**src/rtl/clk_ratio_pkg.sv**
```systemverilog
package clk_ratio_pkg;

    localparam int         NUM_RATIOS = 9;
    localparam logic [3:0] CODE_NONE  = 4'hF;

    typedef struct packed {
        logic       unsup;
        logic       dbl;
        logic [3:0] code;
    } frame_class_t;

    typedef enum logic [1:0] {
        ST_EMPTY,
        ST_ACQ,
        ST_LOCK,
        ST_HOLD
    } lock_state_t;

    // legal clocks-per-frame ratio for each code index
    function automatic int ratio_of(input int idx);
        int r;
        case (idx)
            0:       r = 32;
            1:       r = 64;
            2:       r = 128;
            3:       r = 192;
            4:       r = 256;
            5:       r = 384;
            6:       r = 512;
            7:       r = 768;
            8:       r = 1024;
            default: r = 0;
        endcase
        return r;
    endfunction

endpackage

```
**src/rtl/crd_period_meter.sv**
```systemverilog
module crd_period_meter #(
    parameter int TIMEOUT = 2048,
    parameter int CNT_W   = $clog2(TIMEOUT + 1)
) (
    input  logic             clk,
    input  logic             rst_n,
    input  logic             ws,
    output logic             meas_valid_o,
    output logic [CNT_W-1:0] period_o,
    output logic             timeout_o
);

    logic             ws_q;
    logic             armed_q;
    logic [CNT_W-1:0] cnt_q;
    logic             rise;

    assign rise         = ws & ~ws_q;
    assign meas_valid_o = rise & armed_q;
    assign period_o     = cnt_q + 1'b1;
    assign timeout_o    = armed_q && !rise && (cnt_q == CNT_W'(TIMEOUT - 1));

    always_ff @(posedge clk) begin
        if (!rst_n) begin
            ws_q    <= 1'b0;
            armed_q <= 1'b0;
            cnt_q   <= '0;
        end else begin
            ws_q <= ws;
            if (rise) begin
                armed_q <= 1'b1;
                cnt_q   <= '0;
            end else if (timeout_o) begin
                armed_q <= 1'b0;
                cnt_q   <= '0;
            end else if (armed_q) begin
                cnt_q <= cnt_q + 1'b1;
            end
        end
    end

    AST_CNT_BOUND: assert property (@(posedge clk) disable iff (!rst_n)
        int'(cnt_q) <= TIMEOUT - 1);

    AST_TIMEOUT_DISARMS: assert property (@(posedge clk) disable iff (!rst_n)
        timeout_o |=> (cnt_q == '0));

endmodule

```
**src/rtl/crd_ratio_classifier.sv**
```systemverilog
module crd_ratio_classifier
    import clk_ratio_pkg::*;
#(
    parameter int SYS_CLK_HZ  = 24_576_000,
    parameter int DBL_RATE_HZ = 67_000,
    parameter int MAX_RATE_HZ = 200_000,
    parameter int TOL         = 2,
    parameter int CNT_W       = 12
) (
    input  logic [CNT_W-1:0] period_i,
    output frame_class_t     cls_o
);

    // largest period whose rate is still above each limit
    localparam int DBL_MAX_CNT  = (SYS_CLK_HZ - 1) / DBL_RATE_HZ;
    localparam int FAST_MAX_CNT = (SYS_CLK_HZ - 1) / MAX_RATE_HZ;

    logic [NUM_RATIOS-1:0] hit;
    int                    p;

    assign p = int'(period_i);

    for (genvar i = 0; i < NUM_RATIOS; i++) begin : g_match
        assign hit[i] = (p + TOL >= ratio_of(i)) && (p <= ratio_of(i) + TOL);
    end

    logic       found;
    logic [3:0] idx;
    logic       is_dbl;
    logic       too_fast;
    logic       bad;

    always_comb begin
        found = 1'b0;
        idx   = 4'd0;
        for (int i = 0; i < NUM_RATIOS; i++) begin
            if (hit[i] && !found) begin
                found = 1'b1;
                idx   = 4'(i);
            end
        end
        is_dbl     = (p <= DBL_MAX_CNT);
        too_fast   = (p <= FAST_MAX_CNT);
        bad        = !found || too_fast || (is_dbl && (idx < 4'd2));
        cls_o.unsup = bad;
        cls_o.dbl   = is_dbl;
        cls_o.code  = bad ? CODE_NONE : idx;
    end

endmodule

```
**src/rtl/crd_lock_fsm.sv**
```systemverilog
module crd_lock_fsm
    import clk_ratio_pkg::*;
#(
    parameter int LOCK_FRAMES = 4,
    parameter int LOSE_FRAMES = 2
) (
    input  logic         clk,
    input  logic         rst_n,
    input  logic         meas_valid_i,
    input  logic         timeout_i,
    input  frame_class_t meas_i,
    output logic         locked_o,
    output logic         unsup_o,
    output logic         dbl_o,
    output logic [3:0]   code_o
);

    localparam int RUN_W  = $clog2(LOCK_FRAMES + 1);
    localparam int MISS_W = $clog2(LOSE_FRAMES + 1);
    localparam frame_class_t CLS_RESET = '{unsup: 1'b0, dbl: 1'b0, code: CODE_NONE};

    lock_state_t  state_q, state_n;
    frame_class_t ref_q, ref_n;
    logic [RUN_W-1:0]  run_q, run_n;
    logic [MISS_W-1:0] miss_q, miss_n;
    logic same;

    assign same = (meas_i == ref_q);

    // state register
    always_ff @(posedge clk) begin
        if (!rst_n) begin
            state_q <= ST_EMPTY;
            ref_q   <= CLS_RESET;
            run_q   <= '0;
            miss_q  <= '0;
        end else begin
            state_q <= state_n;
            ref_q   <= ref_n;
            run_q   <= run_n;
            miss_q  <= miss_n;
        end
    end

    // next state
    always_comb begin
        state_n = state_q;
        ref_n   = ref_q;
        run_n   = run_q;
        miss_n  = miss_q;
        if (timeout_i) begin
            state_n = ST_EMPTY;
            ref_n   = CLS_RESET;
            run_n   = '0;
            miss_n  = '0;
        end else if (meas_valid_i) begin
            unique case (state_q)
                ST_EMPTY: begin
                    state_n = ST_ACQ;
                    ref_n   = meas_i;
                    run_n   = RUN_W'(1);
                end
                ST_ACQ: begin
                    if (!same) begin
                        ref_n = meas_i;
                        run_n = RUN_W'(1);
                    end else if (!meas_i.unsup) begin
                        if (int'(run_q) + 1 >= LOCK_FRAMES) begin
                            state_n = ST_LOCK;
                            run_n   = '0;
                        end else begin
                            run_n = run_q + 1'b1;
                        end
                    end
                end
                ST_LOCK: begin
                    if (!same) begin
                        if (LOSE_FRAMES <= 1) begin
                            state_n = ST_ACQ;
                            ref_n   = meas_i;
                            run_n   = RUN_W'(1);
                        end else begin
                            state_n = ST_HOLD;
                            miss_n  = MISS_W'(1);
                        end
                    end
                end
                ST_HOLD: begin
                    if (same) begin
                        state_n = ST_LOCK;
                        miss_n  = '0;
                    end else if (int'(miss_q) + 1 >= LOSE_FRAMES) begin
                        state_n = ST_ACQ;
                        ref_n   = meas_i;
                        run_n   = RUN_W'(1);
                        miss_n  = '0;
                    end else begin
                        miss_n = miss_q + 1'b1;
                    end
                end
                default: state_n = ST_EMPTY;
            endcase
        end
    end

    // outputs
    always_ff @(posedge clk) begin
        if (!rst_n) begin
            locked_o <= 1'b0;
            unsup_o  <= 1'b0;
            dbl_o    <= 1'b0;
            code_o   <= CODE_NONE;
        end else begin
            locked_o <= (state_q == ST_LOCK) || (state_q == ST_HOLD);
            unsup_o  <= ref_q.unsup;
            dbl_o    <= ref_q.dbl;
            code_o   <= ref_q.code;
        end
    end

    AST_LOCK_SUPPORTED: assert property (@(posedge clk) disable iff (!rst_n)
        locked_o |-> !unsup_o);

    AST_UNSUP_CODE: assert property (@(posedge clk) disable iff (!rst_n)
        unsup_o |-> (code_o == CODE_NONE));

    AST_DBL_NO_LOW: assert property (@(posedge clk) disable iff (!rst_n)
        (dbl_o && !unsup_o) |-> (code_o >= 4'd2));

    AST_LOCK_HELD: assert property (@(posedge clk) disable iff (!rst_n)
        (locked_o && $past(locked_o)) |-> ($stable(code_o) && $stable(dbl_o)));

    AST_TIMEOUT_UNLOCK: assert property (@(posedge clk) disable iff (!rst_n)
        timeout_i |=> ##1 !locked_o);

endmodule

```
**src/rtl/clk_ratio_detect.sv**
```systemverilog
module clk_ratio_detect
    import clk_ratio_pkg::*;
#(
    parameter int SYS_CLK_HZ  = 24_576_000,
    parameter int DBL_RATE_HZ = 67_000,
    parameter int MAX_RATE_HZ = 200_000,
    parameter int TOL         = 2,
    parameter int TIMEOUT     = 2048,
    parameter int LOCK_FRAMES = 4,
    parameter int LOSE_FRAMES = 2
) (
    input  logic       clk,
    input  logic       rst_n,
    input  logic       ws,
    output logic [3:0] ratio_code,
    output logic       dbl_mode,
    output logic       locked,
    output logic       unsupported
);

    localparam int CNT_W = $clog2(TIMEOUT + 1);

    logic             meas_valid;
    logic             timeout;
    logic [CNT_W-1:0] period;
    frame_class_t     cls;

    crd_period_meter #(
        .TIMEOUT (TIMEOUT),
        .CNT_W   (CNT_W)
    ) u_meter (
        .clk          (clk),
        .rst_n        (rst_n),
        .ws           (ws),
        .meas_valid_o (meas_valid),
        .period_o     (period),
        .timeout_o    (timeout)
    );

    crd_ratio_classifier #(
        .SYS_CLK_HZ  (SYS_CLK_HZ),
        .DBL_RATE_HZ (DBL_RATE_HZ),
        .MAX_RATE_HZ (MAX_RATE_HZ),
        .TOL         (TOL),
        .CNT_W       (CNT_W)
    ) u_class (
        .period_i (period),
        .cls_o    (cls)
    );

    crd_lock_fsm #(
        .LOCK_FRAMES (LOCK_FRAMES),
        .LOSE_FRAMES (LOSE_FRAMES)
    ) u_fsm (
        .clk          (clk),
        .rst_n        (rst_n),
        .meas_valid_i (meas_valid),
        .timeout_i    (timeout),
        .meas_i       (cls),
        .locked_o     (locked),
        .unsup_o      (unsupported),
        .dbl_o        (dbl_mode),
        .code_o       (ratio_code)
    );

endmodule

```
**config.mk**
```make
export PLATFORM = sky130hd
export DESIGN_NAME = clk_ratio_detect
export DESIGN_NICKNAME = d
export VERILOG_FILES = /design/src/rtl/clk_ratio_pkg.sv /design/src/rtl/crd_period_meter.sv /design/src/rtl/crd_ratio_classifier.sv /design/src/rtl/crd_lock_fsm.sv /design/src/rtl/clk_ratio_detect.sv
export SDC_FILE = /design/constraint.sdc
export NUM_CORES = 1
export LEC_CHECK = 0
export CELL_PAD_IN_SITES_DETAIL_PLACEMENT = 2
export CELL_PAD_IN_SITES_GLOBAL_PLACEMENT = 2
export CORE_UTILIZATION = 37
export DETAILED_ROUTE_END_ITERATION = 16
export GPL_ROUTABILITY_DRIVEN = 0
export GPL_TIMING_DRIVEN = 0
export PLACE_DENSITY = 0.82
export SYNTH_ARGS = -nofsm -noshare
export SYNTH_HDL_FRONTEND = slang
export SYNTH_SLANG_ARGS = --single-unit
```
**constraint.sdc**
```tcl
create_clock -name clk -period 4.95 [get_ports clk]
set_clock_uncertainty 0.1 [all_clocks]
set_input_delay 1.2375 -clock clk [delete_from_list [all_inputs] [get_ports clk]]
set_output_delay 1.2375 -clock clk [all_outputs]
set_load 0.03 [all_outputs]
```
==> flow_summary.ini <==
[status]
status = finished, final reports clean

[route]
postRouteAntennaNets = 0
finalWirelength_um = 8980
wl_per_cell_um = 19.1
drt_iter0_markers = 96
routed_via_density = 5.88
drc_errors = 0
first_pass_iters = 4
vias = 2757

[power_and_ir_drop]
power.density_mw_per_mm2 = 215
peakVddDrop_v = 0.000111
total_leakage_power_nw = 1.12

[sta]
slew-limit-headroom_pct = 44.3
timing.final.crit_share_pct = 93.1
finalSetupViolations = 0
grt_setup_unrepaired = no
drv_slew = 0
fmax_mhz = 217
hold_viol = 0
tightest_slew_ns = 0.826
worst_slack_ns = 0.339
finalSetupTns_ns = 0
period_needed_ns = 4.61
worst_hold_slack_ns = 0.394

[synth]
synthCells = 355
syn_area_per_cell_um2 = 7.68
yosys_warnings = 0
synth_edf_count = 0
synthesis.area_mm2 = 0.00273
synth_top_flop_cell = dfxtp_1
yosys.cell_types.count = 69
yosys_register_bits = 34
async_reset_ff_share_pct = 0
yosysSeqAreaShare_pct = 25.0
syn_nets = 364

[cts]
cts_sinks = 34
clock_path_buffers = 2
clk_pin_slew_ns = 0.08
clk_latency_ns = 0.30
cts_tree = built
cts_buffers = 5
cts-htree-levels = 2
cts.hold.buffers_added = 0
cts_root_buf = clkbuf_8

[floorplan]
die_w_um = 87.9
ios = 10
start_util_pct = 39.3
rows = 30
die_height_um = 87.9
core_area_mm2 = 0.00694
dieArea_mm2 = 0.00772

[critical_path]
startpoint_type = register
r2r_end = u_fsm.ref_q[2]
cp.arrival_ns = 4.66
rr_worst_depth = 15
critical_path.top_delay_family = compound AO/OA/AOI/OAI gates
worstPathRequired_ns = 4.99
end_kind = register
slowest_delay_ns = 0.49
cp_max_fo = 10
path_cells = ha_1, buf_2, nand2_2, or3_1, or3_1, a21oi_1, o211ai_1, a2bb2oi_2, o2111ai_2, o2111a_1, mux2i_1, nand3b_1, buf_6, o211ai_1, o211ai_1
path_buf_inv = 2
worst_path_max_delay_cell = or3_1
crit_top_cell = o211ai_1
rr_startpoint = u_meter.cnt_q[1]
reg2reg_slack_ns = 0.34
setup.worst_path.class = reg -> reg

[cells_and_area]
final_common_cell = nand2_1
layout_common_cells = nand2_1 (37), dfxtp_1 (33), nor2_1 (31)
fin_nets = 381
diodes = 0
layout-drive-gt1-share_pct = 10.5
area_growth_pct = 14.3

[worst_hold_path]
hp-class = reg -> reg
worstHoldStart = u_fsm.run_q[1]
whs_endpoint = u_fsm.run_q[1]
min_path_cells = 1

[run]
drv_cap = 0

[grt]
grt-ovfl-total = 0
grt_pass1_wl_um = 14700
track_usage_pct = 24.7
grt_pass1_vias = 2894
grt_max_degree = 13
antenna_found_initial = 0

[placed_design]
io_buffers = 9
dp.final_hpwl_um = 6660
place_ws_ns = 0.149
[area by class of cell]
| class | count | area (µm²) |
|---|---|---|
| Sequential cell | 34 | 682 |
| Fill cell | 827 | 3830 |
| Clock buffer | 5 | 68.8 |
| Tap cell | 96 | 120 |
| Inverter | 14 | 52.6 |
| Buffer | 23 | 113 |
| Multi-Input combinational cell | 284 | 1910 |
| Timing Repair Buffer | 10 | 97.6 |
| Clock inverter | 3 | 68.8 |
[worst register-to-register path, stage by stage, from the launching register on]
cell,delay [ns]
dfxtp_2,0.41
ha_1,0.21
buf_2,0.28
nand2_2,0.21
or3_1,0.49
or3_1,0.42
a21oi_1,0.39
o211ai_1,0.25
a2bb2oi_2,0.22
o2111ai_2,0.15
o2111a_1,0.31
mux2i_1,0.27
nand3b_1,0.23
buf_6,0.22
o211ai_1,0.18
o211ai_1,0.13
[stage by stage]
step / total power, mW / utilization (%) / instances / instance area [µm²]
3_3_place_gp: 0.355 / 42.3 / 460 / 2940
3_5_place_dp: 0.358 / 42.3 / 460 / 2940
5_1_grt: 0.695 / 44.9 / 469 / 3120
4_1_cts: 0.678 / 44.3 / 468 / 3080
2_1_floorplan: 0.337 / - / 355 / 2730
6_report: 0.671 / 44.9 / 469 / 3120
[cells by family (layout without fill, tap and decap cells)]
family                   count (synthesis)  in the layout  share of synthesized area (%)
multiplexers                             5              5                           1.88
AO/OA/AOI/OAI                          102            102                           27.9
flip-flops                              34             34                           25.0
buffers and inverters                   37             55                           6.06
adder cells (fa/ha/maj)                  6              6                           2.75
AND/OR/NAND/NOR                        145            145                           28.1
XOR/XNOR                                26             26                           8.35
[cell usage after synthesis (3+ instances only)]
cell type / number / area share [%]
mux2i_1: 4 / 1.5
nand2_1: 37 / 5.1
o21a_1: 6 / 1.7
or3_1: 5 / 1.1
clkbuf_1: 14 / 1.9
nor4_1: 3 / 0.69
xor2_1: 7 / 2.2
a211oi_1: 4 / 1.1
nor2b_1: 6 / 1.4
a21o_1: 4 / 1.1
dfxtp_1: 34 / 25
and2_1: 13 / 3.0
inv_1: 14 / 1.9
nor3_1: 11 / 2.0
nand2b_1: 4 / 0.92
o21ai_0: 14 / 2.6
nand4_1: 5 / 1.1
nand3_1: 10 / 1.8
o211ai_1: 12 / 3.3
a31oi_1: 5 / 1.1
nor2_1: 31 / 4.3
ha_1: 6 / 2.8
xnor2_1: 19 / 6.1
and3_1: 4 / 0.92
a21oi_1: 16 / 2.9
o31ai_1: 4 / 1.1
o211a_1: 5 / 1.8
buf_2: 6 / 1.1
[where the power goes]
group	internal [mW]	switching [mW]
Combinational	0.0238	0.0416
Clock	0.202	0.115
Sequential	0.282	0.00627
Total	0.508	0.163
[state kept, by name, summed over array words and instances, names as in the netlist]
name,flops
u_meter.cnt_q,12
u_fsm.miss_q,2
u_meter.ws_q,1
u_fsm.state_q,2
u_fsm.locked_o,1
u_fsm.code_o,4
u_fsm.ref_q,6
u_fsm.dbl_o,1
u_fsm.unsup_o,1
u_fsm.run_q,3
u_meter.armed_q,1
[how the worst max path moves through the flow]
stage	from	slack [ns]	endpoint	cells after the start
floorplan	u_meter.cnt_q[1]	1.01	u_fsm.run_q[2]	18
global route	u_meter.cnt_q[1]	0.03	u_fsm.ref_q[0]	18
global placement	u_meter.cnt_q[1]	0.33	u_fsm.run_q[2]	18
detailed placement	u_meter.cnt_q[1]	0.15	u_fsm.ref_q[2]	18
CTS	u_meter.cnt_q[1]	0.08	u_fsm.ref_q[2]	18
finish	u_meter.cnt_q[1]	0.34	u_fsm.ref_q[2]	15
[routing by layer]
metal	up-vias	part of all wire [%]	wire (µm)	GRT usage, %
li1	1330	-	-	-
met1	1392	50	4460	33.5
met2	26	47	4210	41.8
met3	9	2.4	220	2.92
met4	0	1.1	98	5.96
met5	-	0	0	0
[timing repair]
action | in CTS | in global routing
setup buffers | 0 | 1
gates resized for setup | 0 | 5
endpoints found under the setup margin | 0 | 13
No activity file was read; power rests on OpenSTA's default activity.
